<file path="config.mk">
export PLATFORM = sky130hd
export DESIGN_NAME = set_assoc_tags
export DESIGN_NICKNAME = d
export VERILOG_FILES = /design/src/rtl/sat_pkg.sv /design/src/rtl/sat_match.sv /design/src/rtl/sat_victim.sv /design/src/rtl/sat_lru.sv /design/src/rtl/sat_occ.sv /design/src/rtl/set_assoc_tags.sv
export SDC_FILE = /design/constraint.sdc
export NUM_CORES = 2
export LEC_CHECK = 0
export ABC_AREA = 0
export ABC_CLOCK_PERIOD_IN_PS = 12700
export BUFFER_PORTS_ARGS = -buffer_cell sky130_fd_sc_hd__buf_2
export CAP_MARGIN = 20
export CORE_UTILIZATION = 53
export DETAILED_ROUTE_END_ITERATION = 7
export PLACE_DENSITY_LB_ADDON = 0.25
export RECOVER_POWER = 100
export SYNTH_ARGS = -nofsm -noshare
export SYNTH_HDL_FRONTEND = slang
export SYNTH_SLANG_ARGS = --single-unit
export TNS_END_PERCENT = 10
</file>
<file path="constraint.sdc">
create_clock -name clk -period 12.7 [get_ports clk]
set_input_delay 1.905 -clock clk [delete_from_list [all_inputs] [get_ports clk]]
set_output_delay 1.905 -clock clk [all_outputs]
set_load 0.01 [all_outputs]
</file>
<file path="src/rtl/sat_pkg.sv">
package sat_pkg;

    typedef enum logic [1:0] {
        OP_ACCESS = 2'd0,
        OP_PROBE  = 2'd1,
        OP_FILL   = 2'd2,
        OP_INVAL  = 2'd3
    } sat_op_e;

    typedef enum logic {
        ST_IDLE = 1'b0,
        ST_EXEC = 1'b1
    } sat_state_e;

endpackage

</file>
<file path="src/rtl/sat_match.sv">
module sat_match #(
    parameter int WAYS  = 4,
    parameter int TAG_W = 22,
    parameter int WAY_W = 2,
    parameter int LIM_W = 3
) (
    input  logic [WAYS-1:0]            valid,
    input  logic [WAYS-1:0][TAG_W-1:0] tags,
    input  logic [TAG_W-1:0]           tag,
    input  logic [LIM_W-1:0]           lim,
    output logic                       hit,
    output logic [WAY_W-1:0]           way
);
    logic [WAYS-1:0] match;

    // one comparator per way, all in parallel
    for (genvar w = 0; w < WAYS; w++) begin : g_cmp
        assign match[w] = valid[w] && (tags[w] == tag) && (LIM_W'(w) < lim);
    end

    always_comb begin
        hit = |match;
        way = '0;
        for (int w = WAYS - 1; w >= 0; w--) begin
            if (match[w]) way = WAY_W'(w);
        end
    end
endmodule

</file>
<file path="src/rtl/sat_victim.sv">
module sat_victim #(
    parameter int WAYS  = 4,
    parameter int WAY_W = 2,
    parameter int LIM_W = 3
) (
    input  logic [WAYS-1:0]            valid,
    input  logic [WAYS-1:0][WAY_W-1:0] age,
    input  logic [LIM_W-1:0]           lim,
    output logic [WAY_W-1:0]           victim
);
    logic [WAYS-1:0] allow;
    logic [WAYS-1:0] free;

    for (genvar w = 0; w < WAYS; w++) begin : g_allow
        assign allow[w] = LIM_W'(w) < lim;
        assign free[w]  = allow[w] && !valid[w];
    end

    logic [WAY_W-1:0] free_way;
    logic [WAY_W-1:0] old_way;
    logic [WAY_W-1:0] old_age;
    logic             old_found;

    always_comb begin
        free_way = '0;
        for (int w = WAYS - 1; w >= 0; w--) begin
            if (free[w]) free_way = WAY_W'(w);
        end
        old_way   = '0;
        old_age   = '0;
        old_found = 1'b0;
        for (int w = 0; w < WAYS; w++) begin
            if (allow[w] && (!old_found || age[w] > old_age)) begin
                old_way   = WAY_W'(w);
                old_age   = age[w];
                old_found = 1'b1;
            end
        end
        victim = (|free) ? free_way : old_way;
    end
endmodule

</file>
<file path="src/rtl/sat_lru.sv">
module sat_lru #(
    parameter int SETS  = 16,
    parameter int WAYS  = 4,
    parameter int SET_W = 4,
    parameter int WAY_W = 2
) (
    input  logic                       clk,
    input  logic                       rst_n,
    input  logic [SET_W-1:0]           rd_set,
    output logic [WAYS-1:0][WAY_W-1:0] rd_age,
    input  logic                       touch_en,
    input  logic [SET_W-1:0]           touch_set,
    input  logic [WAY_W-1:0]           touch_way
);
    // age 0 = most recent; ages within a set always form a permutation
    logic [SETS-1:0][WAYS-1:0][WAY_W-1:0] age_q;

    assign rd_age = age_q[rd_set];

    for (genvar s = 0; s < SETS; s++) begin : g_set
        logic [WAY_W-1:0] ref_age;
        assign ref_age = age_q[s][touch_way];

        always_ff @(posedge clk or negedge rst_n) begin
            if (!rst_n) begin
                for (int w = 0; w < WAYS; w++) age_q[s][w] <= WAY_W'(w);
            end else if (touch_en && (touch_set == SET_W'(s))) begin
                for (int w = 0; w < WAYS; w++) begin
                    if (WAY_W'(w) == touch_way)
                        age_q[s][w] <= '0;
                    else if (age_q[s][w] < ref_age)
                        age_q[s][w] <= age_q[s][w] + 1'b1;
                end
            end
        end
    end
endmodule

</file>
<file path="src/rtl/sat_occ.sv">
module sat_occ #(
    parameter int NUM_REQ = 4,
    parameter int REQ_W   = 2,
    parameter int CNT_W   = 7
) (
    input  logic                     clk,
    input  logic                     rst_n,
    input  logic                     inc_en,
    input  logic [REQ_W-1:0]         inc_id,
    input  logic                     dec_en,
    input  logic [REQ_W-1:0]         dec_id,
    output logic [NUM_REQ*CNT_W-1:0] cnt_flat
);
    for (genvar r = 0; r < NUM_REQ; r++) begin : g_cnt
        logic [CNT_W-1:0] cnt_q;
        logic             up;
        logic             dn;

        assign up = inc_en && (inc_id == REQ_W'(r));
        assign dn = dec_en && (dec_id == REQ_W'(r));

        always_ff @(posedge clk or negedge rst_n) begin
            if (!rst_n)
                cnt_q <= '0;
            else if (up && !dn)
                cnt_q <= cnt_q + 1'b1;
            else if (dn && !up)
                cnt_q <= cnt_q - 1'b1;
        end

        assign cnt_flat[r*CNT_W +: CNT_W] = cnt_q;
    end
endmodule

</file>
<file path="src/rtl/set_assoc_tags.sv">
module set_assoc_tags #(
    parameter int ADDR_W     = 32,
    parameter int OFFSET_W   = 6,
    parameter int SETS       = 16,
    parameter int WAYS       = 4,
    parameter int NUM_REQ    = 4,
    parameter int WAIT_W     = 4,
    parameter int ACC_LAT    = 2,
    parameter bit SEQ_ACCESS = 1'b1,
    localparam int SET_W  = (SETS > 1) ? $clog2(SETS) : 1,
    localparam int WAY_W  = (WAYS > 1) ? $clog2(WAYS) : 1,
    localparam int LIM_W  = WAY_W + 1,
    localparam int REQ_W  = (NUM_REQ > 1) ? $clog2(NUM_REQ) : 1,
    localparam int CNT_W  = $clog2(SETS * WAYS + 1),
    localparam int LAT_W  = WAIT_W + 1,
    localparam int TAG_SH = OFFSET_W + SET_W,
    localparam int TAG_W  = ADDR_W - TAG_SH
) (
    input  logic                     clk,
    input  logic                     rst_n,
    input  logic                     req_valid,
    output logic                     req_ready,
    input  logic [1:0]               req_op,
    input  logic [ADDR_W-1:0]        req_addr,
    input  logic [REQ_W-1:0]         req_id,
    input  logic [WAIT_W-1:0]        req_wait,
    output logic                     rsp_valid,
    output logic                     rsp_hit,
    output logic [WAY_W-1:0]         rsp_way,
    output logic [WAY_W-1:0]         rsp_victim,
    output logic [LAT_W-1:0]         rsp_lat,
    output logic [LIM_W-1:0]         rsp_treads,
    output logic [LIM_W-1:0]         rsp_dreads,
    input  logic                     lim_we,
    input  logic [LIM_W-1:0]         lim_val,
    output logic [LIM_W-1:0]         alloc_lim,
    input  logic [SET_W-1:0]         rb_set,
    input  logic [WAY_W-1:0]         rb_way,
    output logic [ADDR_W-1:0]        rb_addr,
    output logic                     rb_valid,
    output logic [REQ_W-1:0]         rb_owner,
    output logic [NUM_REQ*CNT_W-1:0] occ_flat
);
    import sat_pkg::*;

    // ---------------- line storage ----------------
    logic [SETS-1:0][WAYS-1:0]              valid_q;
    logic [SETS-1:0][WAYS-1:0][TAG_W-1:0]   tag_q;
    logic [SETS-1:0][WAYS-1:0][REQ_W-1:0]   owner_q;
    logic [SETS-1:0][WAYS-1:0][WAIT_W-1:0]  pend_q;

    // ---------------- control state ----------------
    sat_state_e         state_q, state_d;
    sat_op_e            op_q;
    logic [ADDR_W-1:0]  addr_q;
    logic [REQ_W-1:0]   id_q;
    logic [WAIT_W-1:0]  wait_q;
    logic [LIM_W-1:0]   lim_q;

    logic               accept;
    logic               exec;

    assign req_ready = (state_q == ST_IDLE);
    assign accept    = req_ready && req_valid;
    assign exec      = (state_q == ST_EXEC);

    // ---------------- address split ----------------
    logic [SET_W-1:0] cur_set;
    logic [TAG_W-1:0] cur_tag;

    assign cur_set = SET_W'((addr_q >> OFFSET_W) & ADDR_W'(SETS - 1));
    assign cur_tag = TAG_W'(addr_q >> TAG_SH);

    // ---------------- per-set compare and victim ----------------
    logic                       hit;
    logic [WAY_W-1:0]           hit_way;
    logic [WAY_W-1:0]           victim;
    logic [WAYS-1:0][WAY_W-1:0] set_age;

    sat_match #(
        .WAYS  (WAYS),
        .TAG_W (TAG_W),
        .WAY_W (WAY_W),
        .LIM_W (LIM_W)
    ) match_i (
        .valid (valid_q[cur_set]),
        .tags  (tag_q[cur_set]),
        .tag   (cur_tag),
        .lim   (lim_q),
        .hit   (hit),
        .way   (hit_way)
    );

    sat_victim #(
        .WAYS  (WAYS),
        .WAY_W (WAY_W),
        .LIM_W (LIM_W)
    ) victim_i (
        .valid  (valid_q[cur_set]),
        .age    (set_age),
        .lim    (lim_q),
        .victim (victim)
    );

    // ---------------- operation decode ----------------
    logic             is_look;
    logic             do_fill;
    logic             do_inval;
    logic [WAY_W-1:0] fill_way;
    logic             touch_en;
    logic [WAY_W-1:0] touch_way;
    logic             occ_inc;
    logic             occ_dec;
    logic [REQ_W-1:0] occ_dec_id;

    assign is_look   = (op_q == OP_ACCESS) || (op_q == OP_PROBE);
    assign do_fill   = exec && (op_q == OP_FILL);
    assign do_inval  = exec && (op_q == OP_INVAL) && hit;
    assign fill_way  = hit ? hit_way : victim;
    assign touch_en  = do_fill || (exec && (op_q == OP_ACCESS) && hit);
    assign touch_way = do_fill ? fill_way : hit_way;

    assign occ_inc    = do_fill;
    assign occ_dec    = do_inval || (do_fill && valid_q[cur_set][fill_way]);
    assign occ_dec_id = do_inval ? owner_q[cur_set][hit_way]
                                 : owner_q[cur_set][fill_way];

    sat_lru #(
        .SETS  (SETS),
        .WAYS  (WAYS),
        .SET_W (SET_W),
        .WAY_W (WAY_W)
    ) lru_i (
        .clk       (clk),
        .rst_n     (rst_n),
        .rd_set    (cur_set),
        .rd_age    (set_age),
        .touch_en  (touch_en),
        .touch_set (cur_set),
        .touch_way (touch_way)
    );

    sat_occ #(
        .NUM_REQ (NUM_REQ),
        .REQ_W   (REQ_W),
        .CNT_W   (CNT_W)
    ) occ_i (
        .clk      (clk),
        .rst_n    (rst_n),
        .inc_en   (occ_inc),
        .inc_id   (id_q),
        .dec_en   (occ_dec),
        .dec_id   (occ_dec_id),
        .cnt_flat (occ_flat)
    );

    // ---------------- response values ----------------
    logic [LAT_W-1:0] remain;
    logic [LAT_W-1:0] lat_d;
    logic [LIM_W-1:0] treads_d;
    logic [LIM_W-1:0] dreads_d;

    assign remain = LAT_W'(pend_q[cur_set][hit_way]);

    always_comb begin
        if (hit && (remain > LAT_W'(ACC_LAT)))
            lat_d = remain + LAT_W'(ACC_LAT);
        else
            lat_d = LAT_W'(ACC_LAT);

        treads_d = is_look ? lim_q : '0;
        if (!is_look)
            dreads_d = '0;
        else if (SEQ_ACCESS)
            dreads_d = hit ? LIM_W'(1) : '0;
        else
            dreads_d = lim_q;
    end

    // ---------------- state register ----------------
    always_ff @(posedge clk or negedge rst_n) begin
        if (!rst_n)
            state_q <= ST_IDLE;
        else
            state_q <= state_d;
    end

    always_comb begin
        state_d = state_q;
        unique case (state_q)
            ST_IDLE: if (req_valid) state_d = ST_EXEC;   // ACCEPT
            ST_EXEC: state_d = ST_IDLE;                 // RETIRE
            default: state_d = ST_IDLE;
        endcase
    end

    // ---------------- request capture ----------------
    always_ff @(posedge clk or negedge rst_n) begin
        if (!rst_n) begin
            op_q   <= OP_ACCESS;
            addr_q <= '0;
            id_q   <= '0;
            wait_q <= '0;
        end else if (accept) begin
            op_q   <= sat_op_e'(req_op);
            addr_q <= req_addr;
            id_q   <= req_id;
            wait_q <= req_wait;
        end
    end

    // ---------------- output register ----------------
    always_ff @(posedge clk or negedge rst_n) begin
        if (!rst_n) begin
            rsp_valid  <= 1'b0;
            rsp_hit    <= 1'b0;
            rsp_way    <= '0;
            rsp_victim <= '0;
            rsp_lat    <= '0;
            rsp_treads <= '0;
            rsp_dreads <= '0;
        end else begin
            rsp_valid <= exec;
            if (exec) begin
                rsp_hit    <= hit;
                rsp_way    <= (op_q == OP_FILL) ? fill_way : hit_way;
                rsp_victim <= victim;
                rsp_lat    <= lat_d;
                rsp_treads <= treads_d;
                rsp_dreads <= dreads_d;
            end
        end
    end

    // ---------------- allocation limit ----------------
    always_ff @(posedge clk or negedge rst_n) begin
        if (!rst_n)
            lim_q <= LIM_W'(WAYS);
        else if (lim_we && (lim_val != '0) && (lim_val <= LIM_W'(WAYS)))
            lim_q <= lim_val;
    end

    assign alloc_lim = lim_q;

    // ---------------- line update ----------------
    always_ff @(posedge clk or negedge rst_n) begin
        if (!rst_n) begin
            valid_q <= '0;
            tag_q   <= '0;
            owner_q <= '0;
            pend_q  <= '0;
        end else begin
            for (int s = 0; s < SETS; s++) begin
                for (int w = 0; w < WAYS; w++) begin
                    if (pend_q[s][w] != '0) pend_q[s][w] <= pend_q[s][w] - 1'b1;
                end
            end
            if (do_fill) begin
                valid_q[cur_set][fill_way] <= 1'b1;
                tag_q[cur_set][fill_way]   <= cur_tag;
                owner_q[cur_set][fill_way] <= id_q;
                pend_q[cur_set][fill_way]  <= wait_q;
            end
            if (do_inval) begin
                valid_q[cur_set][hit_way] <= 1'b0;
                owner_q[cur_set][hit_way] <= '0;
                pend_q[cur_set][hit_way]  <= '0;
            end
        end
    end

    // ---------------- read-back ----------------
    assign rb_addr  = (ADDR_W'(tag_q[rb_set][rb_way]) << TAG_SH)
                    | (ADDR_W'(rb_set) << OFFSET_W);
    assign rb_valid = valid_q[rb_set][rb_way];
    assign rb_owner = owner_q[rb_set][rb_way];

endmodule

</file>
; Word level (Yosys, flattened, before mapping)
; Index checks and enable logic that the tools add are counted.
; Widths: inputs -> output; s select.
[op_classes]
addsub = 137
order_cmp = 82
eq_ne = 31
n_mux = 327
n_bitwise = 9
reduce_logical = 285
[ops]
columns = cell, n
row1 = $bwmux 1408, 1
row2 = $bmux 88 s4, 2
row3 = $mux 256, 2
row4 = $demux 88 s4, 1
row5 = $mux 2, 167
row6 = $mux 4, 71
row7 = $mux 88, 3
row8 = $and 256x256->256, 1
row9 = $bwmux 256, 1
row10 = $mux 128, 2
row11 = $not 256->256, 1
row12 = $reduce_bool 4->1, 64
row13 = $sub 4x1->4 const B, 64
row14 = $reduce_bool 2->1, 68
row15 = $add 2x1->2 const B, 64
row16 = $and 128x128->128, 1
row17 = $bwmux 128, 1
row18 = $demux 16 s4, 2
row19 = $lt 2x2->1, 64
row20 = $mux 64, 2
row21 = $not 128->128, 1
row22 = $reduce_and 2->1, 64
row23 = $bmux 8 s4, 3
row24 = $eq 22x22->1, 4
row25 = other kinds (52), 217
[word_totals]
register_bits = 2073
in_bits = 53
out_inout_bits = 84
wordCells = 1160

; Longest topological paths before layout
[logic_depth]
ltp_word = 27
ltp_mapped = 51
ltp_nobuf = 37

; Hierarchy
; A second synthesis with hierarchy kept.
[unflattened]
cells_unflattened = 11697
hier_area_um2 = 117049.8
[modules_own_cells]
columns = mod, instances, cells_each, area_per_inst_um2, seq_area_each_um2
row1 = set_assoc_tags, 1, 10413, 104133.6, 47772.1
row2 = sat_lru, 1, 893, 9452.8, 3283.1
row3 = sat_occ, 1, 214, 2093.3, 700.7
row4 = sat_match, 1, 135, 1053.5, 0.0
row5 = sat_victim, 1, 42, 316.6, 0.0

; Least setup slack after synthesis
; Ideal clock, no wire load.
[synth_path]
path_type = register to register
start = register addr_q[6]
end = register occ_i.g_cnt[1].cnt_q[6]
setup_time_ps = 125
arrival_time_ps = 9516
required_time_ps = 12575
setup_slack_ps = 3059
path_stages_with_launch = 47
n_path_buf = 14
period_less_slack_ps = 9641
path_cell_list = dfrtp_1 > buf_6 > buf_6 > buf_6 > buf_6 > buf_6 > buf_6 > buf_4 > buf_4 > buf_2 > buf_2 > buf_2 > buf_2 > mux4_2 > mux4_2 > inv_1 > ha_1 > nor2_1 > [... 11 more ...] > nor2_1 > o41ai_1 > and2_1 > buf_2 > buf_4 > and3_1 > o21ai_0 > nand3_1 > ha_1 > inv_1 > fa_1 > a21o_1 > a21oi_1 > o21bai_1 > a21oi_1 > xnor2_1 > nor2_1 > xor2_1
[synth_via]
elab_chain_len = 25
elab_cells_between_ends = 76
cone_classes = 3 x order compare / 5 x eq/ne / 34 x mux / 34 x reduce/logical
[synth_lines]
columns = item, line
row1 = "start, declared", set_assoc_tags.sv:55  ; logic [ADDR_W-1:0] addr_q;
row2 = "start signal, assigned", set_assoc_tags.sv:206  ; addr_q <= req_addr;
row3 = $bmux 8 s4, sat_lru.sv:18  ; assign rd_age = age_q[rd_set];
row4 = $mux 8 (implied by the code), sat_lru.sv:18
row5 = $mux 2, sat_victim.sv:33  ; if (allow[w] && (!old_found || age[w] > old_age)) begin
row6 = $gt 2x2->1, sat_victim.sv:33
row7 = $logic_or 1x1->1, sat_victim.sv:33
row8 = $logic_and 1x1->1, sat_victim.sv:33
row9 = $mux 2 / $mux 1 (equally long branches), sat_victim.sv:33
row10 = $gt 2x2->1 / $logic_not 1->1 (equally long branches), sat_victim.sv:33
row11 = [... 9 more ...], --
row12 = $bmux 2 s2 / $bmux 1 s2 (equally long branches), "set_assoc_tags.sv:126, set_assoc_tags.sv:124"
row13 = $mux 2 (implied by the code) / $mux 1 (equally long branches), "set_assoc_tags.sv:126, set_assoc_tags.sv:124"
row14 = $mux 2 / $logic_and 1x1->1 (equally long branches), "set_assoc_tags.sv:125, set_assoc_tags.sv:124"
row15 = $eq 2x1->1 / $logic_or 1x1->1 (equally long branches), "sat_occ.sv:20, set_assoc_tags.sv:124"
row16 = $logic_and 1x1->1 *, sat_occ.sv:20  ; assign dn = dec_en && (dec_id == REQ_W'(r));
row17 = $logic_not 1->1, sat_occ.sv:25  ; else if (up && !dn)
row18 = $logic_and 1x1->1, sat_occ.sv:25
row19 = $mux 7 / $reduce_bool 2->1 (equally long branches), --
row20 = "end signal, assigned", sat_occ.sv:26  ; cnt_q <= cnt_q + 1'b1;
row21 = "end signal, assigned", sat_occ.sv:28  ; cnt_q <= cnt_q - 1'b1;
row22 = "end, declared", sat_occ.sv:15  ; logic [CNT_W-1:0] cnt_q;
; Every way passes the cells marked *; elsewhere a longest branch is shown, timed or not. The select of a mux whose other input is x is not followed.
; A chain may end at the register's enable or synchronous reset.

; Final worst setup path
[layout_path]
start = register addr_q[7]
end = register tag_q[373] in the netlist's numbering
[layout_via]
elab_chain_len = 24
elab_cells_between_ends = 68
cone_classes = 7 x order compare / 4 x eq/ne / 29 x mux / 28 x reduce/logical
[layout_lines]
columns = item, line
row1 = $bmux 8 s4, sat_lru.sv:18
row2 = $mux 8 (implied by the code), sat_lru.sv:18
row3 = $mux 2, sat_victim.sv:33
row4 = $gt 2x2->1, sat_victim.sv:33
row5 = $logic_or 1x1->1, sat_victim.sv:33
row6 = $logic_and 1x1->1, sat_victim.sv:33
row7 = $mux 2 / $mux 1 (equally long branches), sat_victim.sv:33
row8 = $gt 2x2->1 / $logic_not 1->1 (equally long branches), sat_victim.sv:33
row9 = [... 8 more ...], --
row10 = $mux 2, set_assoc_tags.sv:119  ; assign fill_way = hit ? hit_way : victim;
row11 = $lt 2x3->1 (implied by the code) / $ge 2x1->1 (equally long branches), set_assoc_tags.sv:260  ; tag_q[cur_set][fill_way] <= cur_tag;
row12 = $logic_and 1x1->1 (implied by the code), set_assoc_tags.sv:260
row13 = $mux 22 (implied by the code), set_assoc_tags.sv:260
row14 = $demux 22 s2, set_assoc_tags.sv:260
row15 = $mux 88 (implied by the code), set_assoc_tags.sv:260
row16 = $demux 88 s4 *, set_assoc_tags.sv:260
row17 = $bwmux 1408 *, set_assoc_tags.sv:260
row18 = "end signal, assigned by index", set_assoc_tags.sv:260
row19 = "end, declared", set_assoc_tags.sv:48  ; logic [SETS-1:0][WAYS-1:0][TAG_W-1:0] tag_q;
; Marks and branches as above.

==> results.md <==
* Status: complete, but fails checks
* Failing checks: max-capacitance violations, max-slew violations
* Sequential element share of the synthesized area at 43.5%
* Sum Neg Setup Slack at 0 ps
* Clock Latency Late Sink at 940 ps
* Max_cap viols at 84
* R2R Path Start: addr_q[7]
* CP Launch Point: addr_q[7]
* Detail Placement HPWL at 254000 um
* Synth area leaders: dfrtp_1 42%, mux4_2 19%, mux2_2 8.4%, mux2i_1 4.7%, o21ai_0 3.6%
* Syn. warnings at 0
* Least-Margin Pin Slew at 5390 ps
* Full die area at 227000 um^2
* Leak at 57.6 nW
* Dpl ws at 3160 ps
* Post-DRT Antenna Nets at 0
* Power per cell area at 163 nW/um^2
* CP arrival at 11920 ps
* Via count at 88500
* CTS resizes at 0
* EDFF count, synth at 0
* Starting Density at 53.4%
* Number of nets in the layout at 10000
* Clock transition at the registers of the reported paths at 60 ps
* CTS max path bufs at 3
* Number of DRC markers in iteration 0 at 10700
* Die Wd at 476 um
* Max VDD drop at 0.143 mV
* CTS hold repair buffers at 0
* FF-to-FF setup slack at 1570 ps
* Non-filler cells, final at 13000
* Root buffer cell: clkbuf_16
* Worst slew margin at -259%
* Synthesized area at 119000 um^2
* Clock Skew at 78.9 ps
* Port Buf Inserts at 122
* CP endpoint: tag_q[373]
* Gr ovfl total at 0
* Share of cells above drive strength 1 at 26.0%
* Seq cells post-synth at 2065
* Ys flop type: dfrtp_1
* I/O pins at 137
* Global-route wire length before repair at 592000 um
* Core Rows at 173
* Grt peak-use layer: met2
* Htree depth at 4
* Avg Cell Area, Syn at 11.8 um^2
* Reg2reg end: tag_q[373]
* Synth area leader: dfrtp_1
* DP Cell Count at 12500
* Met3 Use GR at 8.59%
* R2R depth at 24
* GRT Util Overall at 35.6%
* Vias in the first global route at 88400
* Mapped Cells at 10100
* Fmax achieved at 89.8 MHz
* Sinks on the clock net at 2065
* Final wirelength at 400000 um
* Post-CTS setup buffers at 0
* CTS tree: yes
* Core Box Area at 223000 um^2
* Residual DRC count at 0
* Vias per Instance at 6.83
* Final WS setup at 1570 ps
* Num CTS Buffers at 223
* Post-route minimum period at 11130 ps
* Gpl congestion at 0.949
* Req. time, crit path at 13490 ps
* Kind of critical path: reg2reg
* Final Setup Violations at 0
* Final Max Slew Viols at 3120
* Period utilization at 87.6%
* Startpoint types: flip-flop
* Ys async rst share at 100%
* First drt pass iteration count at 8
* Setup crit end kind: flip-flop
* WL/cell at 30.8 um
* Pin count of the biggest net entering global routing at 180
* RSZ-0062 raised after global routing: no
* Die Y at 476 um
* Final hold vios at 0
* Initial antenna violation count at 17
* Synth top area share at 42.0%
* Area delta synth->final at 8.43%
* Critical Path Fanout Max at 74
* M2 GR Usage at 53.2%
* GR Util met1 at 46.9%
* Post-synthesis cell type count at 95
* Worst min-delay path class: reg2reg
worst max-delay path, cell delays in order, from the launching register on:
cell and delay [ps]:
dfrtp_1 1440, buf_12 510, mux4_2 450, mux4_2 510, nor2b_1 170, ha_1 320
nor2_1 110, o41a_1 170, o21ai_0 100, mux2_1 360, ha_1 300, a21oi_1 150
nand2_1 150, mux2i_1 160, ha_1 310, a21oi_1 140, a211o_1 160, nand2_1 60
o22a_1 250, nor3_1 280, a31oi_2 120, clkbuf_1 410, nor3_1 1690, clkbuf_1 1910
mux2_2 480
cell families after synthesis:
kind of cell | after synthesis | share of synthesized area, %
adders and majority gates | 165 | 1.76
other | 1 | 0.00315
muxes | 2445 | 31.9
xor gates and xnor gates | 189 | 1.39
and+or+nand+nor | 2346 | 8.74
DFF | 2065 | 43.5
AOI/OAI and AO/OA | 1628 | 8.16
buffers and inverters | 1235 | 4.53
through the flow:
stage / power (W) / utilization [%] / cell area, um^2 / hold slack (ps)
2_1_floorplan: 0.0123 / - / 119000 / 431
3_3_place_gp: 0.0138 / 54.6 / 122000 / 457
3_5_place_dp: 0.0141 / 54.6 / 122000 / 452
4_1_cts: 0.0210 / 58.2 / 130000 / 470
5_1_grt: 0.0220 / 57.9 / 129000 / 502
6_report: 0.0210 / 58.0 / 129000 / 479
sequential cells by signal (all words and copies together), names as in the netlist, 4 cells and up:
register           flops
valid_q               64
wait_q                 4
tag_q               1408
owner_q              128
lru_i.age_q          128
occ_i.g_cnt.cnt_q     28
rsp_lat                5
pend_q               256
addr_q                26
cells in the final DEF (no fill, tap or decap), types with 49 or more instances in the layout:
cell and instances:
xnor2_1 165, nand3_1 200, nor2_1 690, clkbuf_8 65
clkbuf_1 184, mux2_2 883, inv_1 349, ha_1 161
nand2_1 933, buf_2 54, dfrtp_1 1986, clkbuf_16 226
o22ai_1 49, mux2i_1 559, buf_4 124, mux4_2 986
nor3b_1 82, a21oi_1 273, dfstp_2 64, o21ai_0 858
nor3_1 174
final cells by class:
| cell class | instances | area (um^2) |
|---|---|---|
| timing repair buffer | 353 | 2270 |
| antenna | 12 | 30.0 |
| sequential | 2065 | 51800 |
| clock buffer | 334 | 6710 |
| tap | 2975 | 3720 |
| clock inverter | 84 | 1210 |
| fill | 17800 | 93700 |
| multi-input combinational | 6781 | 62000 |
| inverter | 359 | 1360 |
where the power goes:
| group | total, W | internal, W | switching [W] |
|---|---|---|---|
| clock | 0.00699 | 0.00410 | 0.00289 |
| sequential | 0.00832 | 0.00747 | 0.000850 |
| combinational | 0.00573 | 0.00249 | 0.00324 |
| total | 0.0210 | 0.0141 | 0.00698 |
routing by layer:
metal / vias up / wire (um)
li1: 36600 / -
met1: 45800 / 152000
met2: 4957 / 178000
met3: 1191 / 41900
met4: 10 / 28700
met5: - / 71
worst min path at each step:
stage                                 start                       to  slack, ps  cells past startpoint
finish              occ_i.g_cnt[2].cnt_q[6]  occ_i.g_cnt[2].cnt_q[6]        480                      1
detailed placement  occ_i.g_cnt[2].cnt_q[6]  occ_i.g_cnt[2].cnt_q[6]        450                      1
floorplan                              exec                rsp_valid        430                      0
global placement              rsp_treads[0]            rsp_treads[0]        460                      2
global route                  rsp_treads[0]            rsp_treads[0]        500                      2
CTS                 occ_i.g_cnt[2].cnt_q[6]  occ_i.g_cnt[2].cnt_q[6]        470                      1
synthesized netlist by cell type, types with 82 or more instances:
cell type / count
nor2_1: 694
dfrtp_1: 2000
a21oi_1: 273
xnor2_1: 165
nor3_1: 174
ha_1: 161
mux2_2: 887
inv_1: 350
mux2i_1: 559
clkbuf_1: 512
mux4_2: 986
buf_2: 209
o21ai_0: 853
nand2_1: 928
nand3_1: 203
nor3b_1: 82
(Power assumes the default switching activity.)
